--- config.mk ---
export PLATFORM = sky130hd
export DESIGN_NAME = axrdy_top
export DESIGN_NICKNAME = d
export VERILOG_FILES = /design/src/rtl/axrdy_pkg.sv /design/src/rtl/axrdy_slot.sv /design/src/rtl/axrdy_ready.sv /design/src/rtl/axrdy_pad.sv /design/src/rtl/axrdy_top.sv
export SDC_FILE = /design/constraint.sdc
export NUM_CORES = 1
export LEC_CHECK = 0
export ABC_AREA = 1
export BUFFER_PORTS_ARGS = -buffer_cell sky130_fd_sc_hd__buf_4
export CAP_MARGIN = 15
export CORE_MARGIN = 4
export CORE_UTILIZATION = 30
export DETAILED_ROUTE_END_ITERATION = 10
export HOLD_SLACK_MARGIN = 0.02
export PLACE_DENSITY_LB_ADDON = 0.1
export RECOVER_POWER = 100
export SYNTH_ARGS = -nofsm -noshare
export SYNTH_HDL_FRONTEND = slang
export SYNTH_SLANG_ARGS = --single-unit
--- constraint.sdc ---
create_clock -name clk -period 2.8 [get_ports clk]
set_input_delay 0.56 -clock clk [delete_from_list [all_inputs] [get_ports clk]]
set_output_delay 0.56 -clock clk [all_outputs]
set_load 0.01 [all_outputs]
--- src/rtl/axrdy_pkg.sv ---
`timescale 1ns/1ps
package axrdy_pkg;
  localparam int unsigned SMP_W  = 16;
  localparam int unsigned NARR_W = 12;

  // Present a raw sample either as-is or as its top NARR_W bits sign-extended.
  function automatic logic [SMP_W-1:0] shape_sample(input logic [SMP_W-1:0] raw,
                                                    input logic left_just);
    logic [SMP_W-1:0] narrowed;
    narrowed = {{(SMP_W-NARR_W){raw[SMP_W-1]}}, raw[SMP_W-1 -: NARR_W]};
    return left_just ? raw : narrowed;
  endfunction

  // Pick the low or the high byte of a shaped word.
  function automatic logic [7:0] pick_byte(input logic [SMP_W-1:0] word, input logic hi);
    return hi ? word[15:8] : word[7:0];
  endfunction
endpackage

--- src/rtl/axrdy_slot.sv ---
`timescale 1ns/1ps
module axrdy_slot #(
  parameter int unsigned W = 16
) (
  input  logic         clk,
  input  logic         rst_n,
  input  logic         load,
  input  logic [W-1:0] raw_in,
  input  logic         rd_lo_hit,
  input  logic         rd_hi_hit,
  output logic [W-1:0] sample_q,
  output logic         fresh_q,
  output logic         rd_done
);
  logic lo_seen_q;

  assign rd_done = rd_hi_hit & lo_seen_q;

  always_ff @(posedge clk or negedge rst_n) begin
    if (!rst_n) begin
      sample_q  <= '0;
      fresh_q   <= 1'b0;
      lo_seen_q <= 1'b0;
    end else if (load) begin
      sample_q  <= raw_in;
      fresh_q   <= 1'b1;
      lo_seen_q <= 1'b0;
    end else begin
      if (rd_lo_hit) lo_seen_q <= 1'b1;
      if (rd_done) begin
        fresh_q   <= 1'b0;
        lo_seen_q <= 1'b0;
      end
    end
  end


  hi_alone_chk: assert property (@(posedge clk) disable iff (!rst_n)
    (rd_hi_hit && !lo_seen_q && !load) |=> fresh_q == $past(fresh_q));

  done_clears_chk: assert property (@(posedge clk) disable iff (!rst_n)
    (rd_done && !load) |=> !fresh_q);

  hold_sample_chk: assert property (@(posedge clk) disable iff (!rst_n)
    !load |=> $stable(sample_q));
endmodule

--- src/rtl/axrdy_ready.sv ---
`timescale 1ns/1ps
module axrdy_ready #(
  parameter int unsigned N = 3
) (
  input  logic         clk,
  input  logic         rst_n,
  input  logic [N-1:0] axis_en,
  input  logic [N-1:0] fresh_vec,
  input  logic         strobe,
  output logic         ready_q,
  output logic         overrun_q
);
  logic all_fresh, none_fresh, clobber;

  assign all_fresh  = (axis_en != '0) && ((fresh_vec | ~axis_en) == '1);
  assign none_fresh = (fresh_vec & axis_en) == '0;
  assign clobber    = strobe && !none_fresh;

  always_ff @(posedge clk or negedge rst_n) begin
    if (!rst_n) begin
      ready_q   <= 1'b0;
      overrun_q <= 1'b0;
    end else begin
      if (all_fresh)       ready_q <= 1'b1;
      else if (none_fresh) ready_q <= 1'b0;
      if (clobber) overrun_q <= 1'b1;
    end
  end


  rise_cause_chk: assert property (@(posedge clk) disable iff (!rst_n)
    $rose(ready_q) |-> $past(all_fresh));

  fall_cause_chk: assert property (@(posedge clk) disable iff (!rst_n)
    $fell(ready_q) |-> $past(none_fresh));

  ovr_cause_chk: assert property (@(posedge clk) disable iff (!rst_n)
    $rose(overrun_q) |-> $past(strobe && ((fresh_vec & axis_en) != '0)));

  ovr_sticky_chk: assert property (@(posedge clk) disable iff (!rst_n)
    overrun_q |=> overrun_q);
endmodule

--- src/rtl/axrdy_pad.sv ---
`timescale 1ns/1ps
module axrdy_pad (
  input  logic pad_en,
  input  logic int_sel,
  input  logic ready,
  input  logic int_src,
  output logic pad_out
);
  always_comb begin
    if (!pad_en)      pad_out = 1'b0;
    else if (int_sel) pad_out = int_src;
    else              pad_out = ready;
  end
endmodule

--- src/rtl/axrdy_top.sv ---
`timescale 1ns/1ps
module axrdy_top #(
  parameter int unsigned N_AXES = 3,
  parameter int unsigned W      = axrdy_pkg::SMP_W
) (
  input  logic                  clk,
  input  logic                  rst_n,
  input  logic [N_AXES-1:0]     axis_en,
  input  logic                  smp_strobe,
  input  logic [N_AXES*W-1:0]   smp_data,
  input  logic                  rd_en,
  input  logic [((N_AXES>1)?$clog2(N_AXES):1)-1:0] rd_axis,
  input  logic                  rd_hi,
  output logic [7:0]            rd_data,
  input  logic                  cfg_pad_en,
  input  logic                  cfg_int_sel,
  input  logic                  cfg_left_just,
  input  logic                  int_src,
  output logic                  pad_out,
  output logic                  overrun
);
  localparam int unsigned SEL_W = (N_AXES > 1) ? $clog2(N_AXES) : 1;

  logic [W-1:0]      samp [N_AXES];
  logic [N_AXES-1:0] fresh_vec;
  logic [N_AXES-1:0] done_vec;
  logic              ready_q;

  for (genvar i = 0; i < N_AXES; i++) begin : g_slot
    logic lo_hit, hi_hit;
    assign lo_hit = rd_en && !rd_hi && (rd_axis == SEL_W'(i));
    assign hi_hit = rd_en &&  rd_hi && (rd_axis == SEL_W'(i));
    axrdy_slot #(.W(W)) u_slot (
      .clk       (clk),
      .rst_n     (rst_n),
      .load      (smp_strobe),
      .raw_in    (smp_data[i*W +: W]),
      .rd_lo_hit (lo_hit),
      .rd_hi_hit (hi_hit),
      .sample_q  (samp[i]),
      .fresh_q   (fresh_vec[i]),
      .rd_done   (done_vec[i])
    );
  end

  axrdy_ready #(.N(N_AXES)) u_ready (
    .clk       (clk),
    .rst_n     (rst_n),
    .axis_en   (axis_en),
    .fresh_vec (fresh_vec),
    .strobe    (smp_strobe),
    .ready_q   (ready_q),
    .overrun_q (overrun)
  );

  axrdy_pad u_pad (
    .pad_en  (cfg_pad_en),
    .int_sel (cfg_int_sel),
    .ready   (ready_q),
    .int_src (int_src),
    .pad_out (pad_out)
  );

  always_comb begin
    rd_data = 8'h00;
    for (int i = 0; i < N_AXES; i++) begin
      if (rd_axis == SEL_W'(i))
        rd_data = axrdy_pkg::pick_byte(axrdy_pkg::shape_sample(samp[i], cfg_left_just), rd_hi);
    end
  end


  pad_gate_chk: assert property (@(posedge clk) disable iff (!rst_n)
    !cfg_pad_en |-> !pad_out);

  pad_int_chk: assert property (@(posedge clk) disable iff (!rst_n)
    (cfg_pad_en && cfg_int_sel) |-> pad_out == int_src);

  done_onehot_chk: assert property (@(posedge clk) disable iff (!rst_n)
    $onehot0(done_vec));
endmodule

==> results of run 1 <==
==> where the power goes <==
part | internal (mW) | switching, mW | leakage, nW | total, mW
sequential | 0.875 | 0.0358 | 0.673 | 0.911
combinational | 0.148 | 0.213 | 1.22 | 0.360
clock | 0.198 | 0.271 | 0.0473 | 0.470
==> how the worst min path moves through the flow <==
stage / end / slack [ns]
finish: g_slot[0].u_slot.sample_q[7]$_DFFE_PN0P_ / 0.44
global route: g_slot[2].u_slot.sample_q[11]$_DFFE_PN0P_ / 0.43
CTS: g_slot[0].u_slot.sample_q[10]$_DFFE_PN0P_ / 0.33
detailed placement: u_ready.overrun_q$_DFFE_PN0P_ / 0.45
global placement: u_ready.overrun_q$_DFFE_PN0P_ / 0.44
floorplan: g_slot[0].u_slot.fresh_q$_DFFE_PN0P_ / 0.26
==> cell families (layout without fill, tap and decap cells) <==
family | after synthesis | in the layout | share of synthesized area
compound gates | 55 | 55 | 0.09296
flops | 56 | 56 | 0.4586
buf+inv | 71 | 130 | 0.1061
simple gates | 256 | 256 | 0.3423
==> placed cells by master (no fill, tap or decap) <==
master	count
nor2_2	1
o21ai_1	3
clkbuf_2	3
a21oi_2	1
o21ai_0	43
dfrtp_1	56
clkbuf_8	6
clkinv_1	2
o21a_1	1
buf_4	66
clkinv_4	1
a21o_1	1
inv_4	1
nand2_1	184
nand3_1	66
a21oi_1	6
nor2_1	5
clkbuf_1	6
inv_1	44
inv_2	1
==> final cells by class <==
type                            instances  area [um^2]  share of cell area
Sequential cell                        56         1401              0.3782
Multi-Input combinational cell        311         1330              0.3590
Inverter                               48        182.7             0.04931
Tap cell                              133        166.4             0.04492
Timing Repair Buffer                   75        533.0              0.1439
Clock buffer                            6        82.58             0.02229
Clock inverter                          1        8.758            0.002364
==> layer usage <==
layer  vias to the layer above  wire (um)  track usage
met5                         -          0            0
met4                         0         89      0.03787
met3                         6        396      0.02487
met2                        66       3681       0.2241
met1                      1266       4040       0.2099
li1                       1487          -            -
==> sequential cells by signal, indices dropped and copies added (netlist names) <==
| signal | cells |
|---|---|
| g_slot.u_slot.fresh_q | 3 |
| u_ready.overrun_q | 1 |
| g_slot.u_slot.lo_seen_q | 3 |
| g_slot.u_slot.sample_q | 48 |
| u_ready.ready_q | 1 |
==> metrics by stage <==
step                utilization  hold WS, ns  setup WS, ns  cell area, um^2  cells
CTS                      0.3786       0.3333        0.5814             3735    630
global placement         0.3694       0.4406        0.5771             3643    623
detailed placement       0.3694       0.4503        0.5847             3643    623
finish                   0.3756       0.4396        0.4370             3705    630
global route             0.3756       0.4304        0.2536             3705    630
floorplan                     -       0.2644         1.016             3055    438
==> critical path, delay by kind of cell <==
kind	cells	cell delay, ns
simple gates	5	0.39
buf+inv	4	0.85
==> flow_summary_export.csv, run 1 <==
group,metric,value,unit
setup_path,r2r-end,"u_ready.overrun_q$_DFFE_PN0P_",
synth,synth_fp_nets,500,
synth,synth_common_cells,"184 x nand2_1, 66 x nand3_1, 56 x dfrtp_1",
layout,nFillCells,1109,
setup_path,cp_cell_sequence,"buf_4, inv_1, clkbuf_2, nand2_1, nand3_1, nand2_1, nand2_1, nand3_1, clkbuf_1",
routing,vias,2825,
sta,rsz0062_at_grt,"false",
synth,syn_avg_cell_area,6.976,um^2
floorplan,die_w,108.9,um
hold_path,min_path_type,"primary input to flop",
grt,grt_start_max_net_pins,57,
power,power.total,1.741,mW
setup_path,slowest_stage,"clkbuf_2",
grt,antenna_found_initial,0,
routing,drcViolationCount,0,
place,dp_hpwl,5853,um
layout,antennaDiodeCount,0,
clock_tree,cts.reportedPaths.clkPinSlew,0.11,ns
synth,syn-cell-area,3055,um^2
sta,period_needed,2.363,ns
routing,drt_first_iter_violations,127,
clock_tree,post_cts_buffers,0,
routing,wire_per_inst,13.03,um
layout,drive_gt1_frac,0.1610,
grt,grt_pass1_vias,2798,
power,p_per_area,469.9,nW/um^2
clock_tree,htree_num_levels,2,
clock_tree,clk_latency,0.31,ns
clock_tree,cts_root_buf,"clkbuf_8",
floorplan,die_h,108.9,um
floorplan,core-area,9864,um^2
synth,synth-warning-count,0,
routing,drtPass1Iterations,4,
setup_path,cp_slowest_stage_delay,0.35,ns
clock_tree,cts_hold_buffers,0,
synth,synth_top_area_frac,0.4586,
sta,fin_crit_sh,0.8439,
synth,async_flop_share,1.000,
synth,synth_cell_type_count,19,
clock_tree,cts_sinks,56,
setup_path,startpoint,"cfg_left_just",
sta,fin_worst_skew,0.002210,ns
grt,gr-total-overflow,0,
sta,setup_viol,0,
sta,tightest_slew,1.454,ns
floorplan,die_area,11860,um^2
hold_path,hold_depth,3,
run,cap_violations,0,
setup_path,worst_setup_path_start_kind,"primary input",
sta,maxSlewViolCount,0,
setup_path,end_kind,"output pin",
setup_path,crit_path_end,"rd_data[1]",
setup_path,critPathMaxFanout,15,
routing,postRouteAntennaNets,0,
status,status,"completed",
place,gp_congestion,0.8005,
floorplan,ios,72,
synth,synthCells,438,
setup_path,r2r_slack,1.98,ns
clock_tree,cts_buffers,5,
power,peakVddDrop,0.0001948,V
layout,syn_to_final_growth,21.25,%
sta,setup_tns,0,ns
grt,gr-usage-all-layers,0.1451,
clock_tree,cts.path.max_buffers,2,
floorplan,placementRows,36,
hold_path,min_from,"smp_data[7]",
synth,netlist_top_cells_area,"dfrtp_1 46%, nand2_1 23%, nand3_1 11%, o21ai_0 7.0%, inv_1 5.3%",
setup_path,regToRegStartpoint,"g_slot[2].u_slot.fresh_q$_DFFE_PN0P_",
synth,synth_flop_cell,"dfrtp_1",
setup_path,crit_required,2.24,ns
setup_path,cp_common_cell,"nand2_1",
routing,viasPerCell,4.484,
synth,synth_top_area_cell,"dfrtp_1",
setup_path,reg2regPathDepth,3,
layout,nets,559,
sta,fmax,0.4232,GHz
power,leakage,1.942,nW
place,portBuffers,71,
synth,synth_edf_count,0,
sta,relSlewSlack,0.03069,
floorplan,initial_core_util,0.3097,
sta,finalHoldViolCount,0,
synth,ys_seq_area_frac,0.4586,
setup_path,critical_path_class,"primary input to output pin",
clock_tree,post_cts_resize_count,0,
setup_path,arrival,1.80,ns
grt,grt_pass1_wl,13660,um
synth,synth-seq-cells,56,
clock_tree,cts_tree,"built",
routing,drt_wl_total,8207,um
synth,yosysMostFrequentCell,"nand2_1",
Power figures use the tool's default switching activity.
==> inputs of run 2 (changes only) <==
==> constraint.sdc (replaced) <==
create_clock -name clk -period 2.2 [get_ports clk]
set_input_delay 0.44 -clock clk [delete_from_list [all_inputs] [get_ports clk]]
set_output_delay 0.44 -clock clk [all_outputs]
set_load 0.01 [all_outputs]
==> flow_summary_export.csv, run 2 (synthesis gave the netlist of run 1 again) <==
group,metric,value,unit
sta,fin_crit_sh,0.9096,
run,cap_violations,0,
clock_tree,cts.reportedPaths.clkPinSlew,0.10,ns
sta,setup_tns,0,ns
setup_path,arrival,1.56,ns
floorplan,die_area,11860,um^2
power,p_per_area,585.4,nW/um^2
grt,antenna_found_initial,0,
place,gp_congestion,0.8684,
clock_tree,post_cts_buffers,0,
setup_path,critPathMaxFanout,26,
sta,fmax,0.4997,GHz
layout,stdcell_count,631,
grt,grt_start_max_net_pins,70,
clock_tree,cts_tree,"built",
setup_path,end_kind,"output pin",
sta,hold_ws,0.3275,ns
floorplan,ios,72,
sta,maxSlewViolCount,0,
floorplan,die_h,108.9,um
layout,syn_to_final_growth,21.34,%
routing,wire_per_inst,13.06,um
floorplan,die_w,108.9,um
grt,gr-total-overflow,0,
grt,grt_pass1_vias,2821,
clock_tree,cts_hold_buffers,0,
layout,final_cell_mix,"184 x nand2_1, 66 x nand3_1, 65 x buf_4, 56 x dfrtp_1",
layout,regArea,1401,um^2
routing,postRouteAntennaNets,0,
clock_tree,cts_sinks,56,
grt,grt_pass1_wl,13850,um
layout,drive_gt1_frac,0.1606,
routing,vias,2884,
sta,relSlewSlack,0.05449,
layout,nets,560,
place,portBuffers,71,
place,dpl_cell_area,3676,um^2
floorplan,initial_core_util,0.3097,
hold_path,min_path_type,"primary input to flop",
grt,gr-usage-all-layers,0.1462,
power,leakage,1.944,nW
clock_tree,cts.path.max_buffers,2,
sta,fin_worst_skew,0.004430,ns
setup_path,worst_setup_path_start_kind,"primary input",
setup_path,critical_path_class,"primary input to output pin",
layout,final_common_cell,"nand2_1",
sta,period_needed,2.001,ns
status,status,"completed",
routing,drtPass1Iterations,5,
clock_tree,cts_buffers,5,
sta,setup_ws,0.1989,ns
place,dp_hpwl,6048,um
routing,drt_wl_total,8241,um
floorplan,core-area,9864,um^2
setup_path,crit_required,1.76,ns
routing,viasPerCell,4.571,
sta,setup_viol,0,
routing,drt_first_iter_violations,208,
layout,largest_reg_flops,48,
layout,nFillCells,1075,
place,place_worst_setup_slack,0.2442,ns
sta,rsz0062_at_grt,"false",
clock_tree,post_cts_resize_count,0,
place,placedCellCount,624,
power,peakVddDrop,0.0002441,V
floorplan,placementRows,36,
routing,drcViolationCount,0,
clock_tree,cts_root_buf,"clkbuf_8",
clock_tree,htree_num_levels,2,
layout,antennaDiodeCount,0,
layout,fin_area,3707,um^2
layout,regMostFlops,"g_slot.u_slot.sample_q",
sta,finalHoldViolCount,0,
clock_tree,clk_latency,0.31,ns
layout,biggestRegsByFlops,"g_slot.u_slot.sample_q x48, g_slot.u_slot.fresh_q x3, g_slot.u_slot.lo_seen_q x3",
sta,tightest_slew,1.418,ns
layout,multiInputGateArea,1326,um^2
## run 2: cell type report
type	count	share of cell area
clock buffer	6	0.01957
clock inverter	1	0.001350
inverter	48	0.04927
multi-input combinational	311	0.3577
sequential	56	0.3780
tap	133	0.04489
timing repair buffer	76	0.1492
## run 2: metal layers
layer,vias up,track usage,wire [um]
met1,1312,0.2073,3967
met3,13,0.02901,379
met5,-,0,0
met4,0,0.04689,158
li1,1489,-,-
met2,70,0.2237,3736
## run 2: metrics by stage
stage | power, mW | utilization
final | 2.170 | 0.3758
after global routing | 2.324 | 0.3758
after CTS | 2.221 | 0.3805
after detailed placement | 1.671 | 0.3727
after global placement | 1.668 | 0.3727
after floorplan | 1.448 | -
## run 2: worst max-delay path, stage by stage
cell and delay [ns]:
clkbuf_4 0.32, inv_4 0.18, a21oi_1 0.19, nand2_1 0.08, nand3_1 0.07, nand3_1 0.10
buf_4 0.16
## run 2: path summary, 6_finish.rpt
| kind | start | slack, ns | cells past startpoint | end |
|---|---|---|---|---|
| worst min register to register | u_ready.overrun_q$_DFFE_PN0P_ | 0.47 | 1 | u_ready.overrun_q$_DFFE_PN0P_ |
| worst max-delay path | rd_hi | 0.20 | 7 | rd_data[5] |
| worst min-delay path | smp_data[15] | 0.33 | 3 | g_slot[0].u_slot.sample_q[15]$_DFFE_PN0P_ |
| max in group asynchronous | rst_n | 0.90 | 1 | g_slot[2].u_slot.sample_q[14]$_DFFE_PN0P_ |
| min in group asynchronous | rst_n | 0.45 | 1 | g_slot[0].u_slot.sample_q[0]$_DFFE_PN0P_ |
| worst max register to register | g_slot[2].u_slot.fresh_q$_DFFE_PN0P_ | 1.36 | 3 | u_ready.overrun_q$_DFFE_PN0P_ |
## run 2: power by group
part | internal (mW) | switching [mW] | total (mW)
clock | 0.218 | 0.326 | 0.544
combinational | 0.192 | 0.269 | 0.461
sequential | 1.11 | 0.0515 | 1.17
total | 1.52 | 0.647 | 2.17
==> inputs of run 3 (changes only) <==
--- a/config.mk
+++ b/config.mk
@@ -12,7 +12,7 @@
 export CORE_UTILIZATION = 30
 export DETAILED_ROUTE_END_ITERATION = 10
 export HOLD_SLACK_MARGIN = 0.02
-export PLACE_DENSITY_LB_ADDON = 0.1
+export PLACE_DENSITY_LB_ADDON = 0.12
 export RECOVER_POWER = 100
 export SYNTH_ARGS = -nofsm -noshare
 export SYNTH_HDL_FRONTEND = slang
==> flow_summary_export.csv, run 3 (synthesis gave the netlist of run 1 again) <==
group,metric,value,unit
layout,nFillCells,1088,
floorplan,die_h,108.9,um
floorplan,die_area,11860,um^2
grt,gr-usage-all-layers,0.1490,
setup_path,crit_cells,7,
grt,grt_start_max_net_pins,57,
grt,grt_pass1_vias,2854,
routing,viasPerCell,4.648,
clock_tree,cts.path.max_buffers,2,
routing,maxUsedRoutingLayer,"met4",
clock_tree,cts_buffers,5,
clock_tree,cts_hold_buffers,0,
setup_path,slowest_stage,"clkbuf_4",
clock_tree,cts_tree,"built",
layout,final_common_cell,"nand2_1",
setup_path,end_kind,"output pin",
routing,drtPass1Iterations,4,
power,peakVddDrop,0.0002780,V
clock_tree,clk_latency,0.32,ns
layout,final_cell_mix,"184 x nand2_1, 66 x nand3_1, 66 x buf_4, 56 x dfrtp_1",
clock_tree,htree_num_levels,2,
grt,antenna_found_initial,0,
sta,setup_viol,0,
clock_tree,post_cts_resize_count,0,
power,p_per_area,595.0,nW/um^2
setup_path,cp_cell_sequence,"clkbuf_4, inv_4, a21oi_1, nand2_1, nand3_1, nand3_1, buf_4",
sta,setup_ws,0.1752,ns
setup_path,crit_path_end,"rd_data[5]",
sta,setup_tns,0,ns
power,leakage,1.957,nW
status,status,"completed",
floorplan,core-area,9864,um^2
layout,syn_to_final_growth,22.03,%
routing,vias,2942,
clock_tree,cts_sinks,56,
routing,wire_per_inst,13.12,um
layout,fin_util,0.3780,
setup_path,r2r_slack,1.36,ns
place,dp_hpwl,6076,um
power,clkPwrFrac,0.265,
layout,biggestRegsByFlops,"g_slot.u_slot.sample_q x48, g_slot.u_slot.fresh_q x3, g_slot.u_slot.lo_seen_q x3",
routing,drt_wl_total,8307,um
setup_path,critPathMaxFanout,26,
sta,rsz0062_at_grt,"false",
routing,wl_met2,3824,um
layout,antennaDiodeCount,0,
hold_path,min_path_type,"primary input to flop",
power,swShare,0.3071,
grt,gr-total-overflow,0,
floorplan,ios,72,
power,combinationalPowerShare,0.211,
sta,maxSlewViolCount,0,
setup_path,startpoint,"rd_hi",
layout,largest_reg_flops,48,
setup_path,worst_setup_path_start_kind,"primary input",
setup_path,crit_family,"buffers and inverters",
sta,fin_worst_skew,0.001500,ns
power,p_switching,0.6814,mW
setup_path,cp_num_buf_inv,3,
power,p_seq_frac,0.524,
grt,grt_pass1_wl,13940,um
place,portBuffers,71,
place,gp_congestion,0.8417,
floorplan,die_w,108.9,um
sta,relSlewSlack,0.03606,
sta,tightest_slew,1.446,ns
layout,drive_gt1_frac,0.1660,
setup_path,regToRegStartpoint,"g_slot[2].u_slot.fresh_q$_DFFE_PN0P_",
layout,regMostFlops,"g_slot.u_slot.sample_q",
layout,multiInputGateArea,1326,um^2
sta,fmax,0.4939,GHz
routing,drt_first_iter_violations,126,
setup_path,cp_slowest_stage_delay,0.32,ns
routing,drcViolationCount,0,
setup_path,r2r-end,"u_ready.overrun_q$_DFFE_PN0P_",
power,p_int,1.537,mW
sta,period_needed,2.025,ns
clock_tree,cts_root_buf,"clkbuf_8",
setup_path,reg2regPathDepth,3,
layout,nets,561,
setup_path,arrival,1.58,ns
setup_path,cp_common_cell,"nand3_1",
clock_tree,cts.reportedPaths.clkPinSlew,0.11,ns
routing,postRouteAntennaNets,0,
routing,wl_met1,3954,um
sta,finalHoldViolCount,0,
setup_path,critical_path_class,"primary input to output pin",
layout,regArea,1401,um^2
run,cap_violations,0,
clock_tree,post_cts_buffers,0,
setup_path,crit_required,1.76,ns
floorplan,placementRows,36,
floorplan,initial_core_util,0.3097,
place,place_worst_setup_slack,0.2517,ns
sta,fin_crit_sh,0.9204,
routing,met3WireLength,407,um
-- run 3: cell types whose count changed in the layout (fill, tap and decap cells not counted) --
cell / before / now
buf_4: 65 / 66
clkinv_4: 0 / 1
clkbuf_1: 7 / 6
inv_6: 0 / 1
-- run 3: per-layer routing --
metal / vias up / GRT usage
met5: - / 0
met4: 0 / 0.04328
met3: 9 / 0.02901
met2: 73 / 0.2311
met1: 1361 / 0.2105
li1: 1499 / -
-- run 3: power groups by stage --
| stage | sequential [mW] | combinational (mW) | clock, mW |
|---|---|---|---|
| final | 1.16 | 0.468 | 0.589 |
| after global routing | 1.18 | 0.537 | 0.662 |
| after CTS | 1.16 | 0.487 | 0.617 |
| after detailed placement | 1.18 | 0.485 | 0 |
| after global placement | 1.18 | 0.481 | 0 |
| after floorplan | 1.17 | 0.281 | 0 |
-- run 3: how the worst min path moves through the flow --
| stage | from | to | slack, ns | cells past startpoint |
|---|---|---|---|---|
| global route | smp_data[39] | g_slot[2].u_slot.sample_q[7]$_DFFE_PN0P_ | 0.30 | 3 |
| finish | smp_data[7] | g_slot[0].u_slot.sample_q[7]$_DFFE_PN0P_ | 0.31 | 3 |
| CTS | rst_n | g_slot[0].u_slot.sample_q[13]$_DFFE_PN0P_ | 0.21 | 1 |
| global placement | u_ready.overrun_q$_DFFE_PN0P_ | u_ready.overrun_q$_DFFE_PN0P_ | 0.44 | 1 |
| floorplan | rst_n | g_slot[0].u_slot.fresh_q$_DFFE_PN0P_ | 0.14 | 0 |
| detailed placement | u_ready.overrun_q$_DFFE_PN0P_ | u_ready.overrun_q$_DFFE_PN0P_ | 0.45 | 1 |
-- run 3: tightest hold or removal path, cell delays in order --
cell and delay (ns):
buf_4 0.08, nand2_1 0.04, nand2_1 0.05
-- run 3: through the flow --
| step | cell area, um^2 | power, mW | hold slack, ns | cells |
|---|---|---|---|---|
| 3_3_place_gp | 3671 | 1.663 | 0.4416 | 625 |
| 4_1_cts | 3762 | 2.267 | 0.2090 | 633 |
| 2_1_floorplan | 3055 | 1.448 | 0.1444 | 438 |
| 3_5_place_dp | 3671 | 1.667 | 0.4484 | 625 |
| 6_report | 3729 | 2.218 | 0.3106 | 633 |
| 5_1_grt | 3729 | 2.375 | 0.3024 | 633 |
-- run 3: area by class of cell --
cell class,instances,area share
clock buffer,5,0.01846
sequential,56,0.3758
inverter,48,0.04899
clock inverter,3,0.006040
tap,133,0.04463
timing repair buffer,77,0.1503
multi-input combinational,311,0.3557
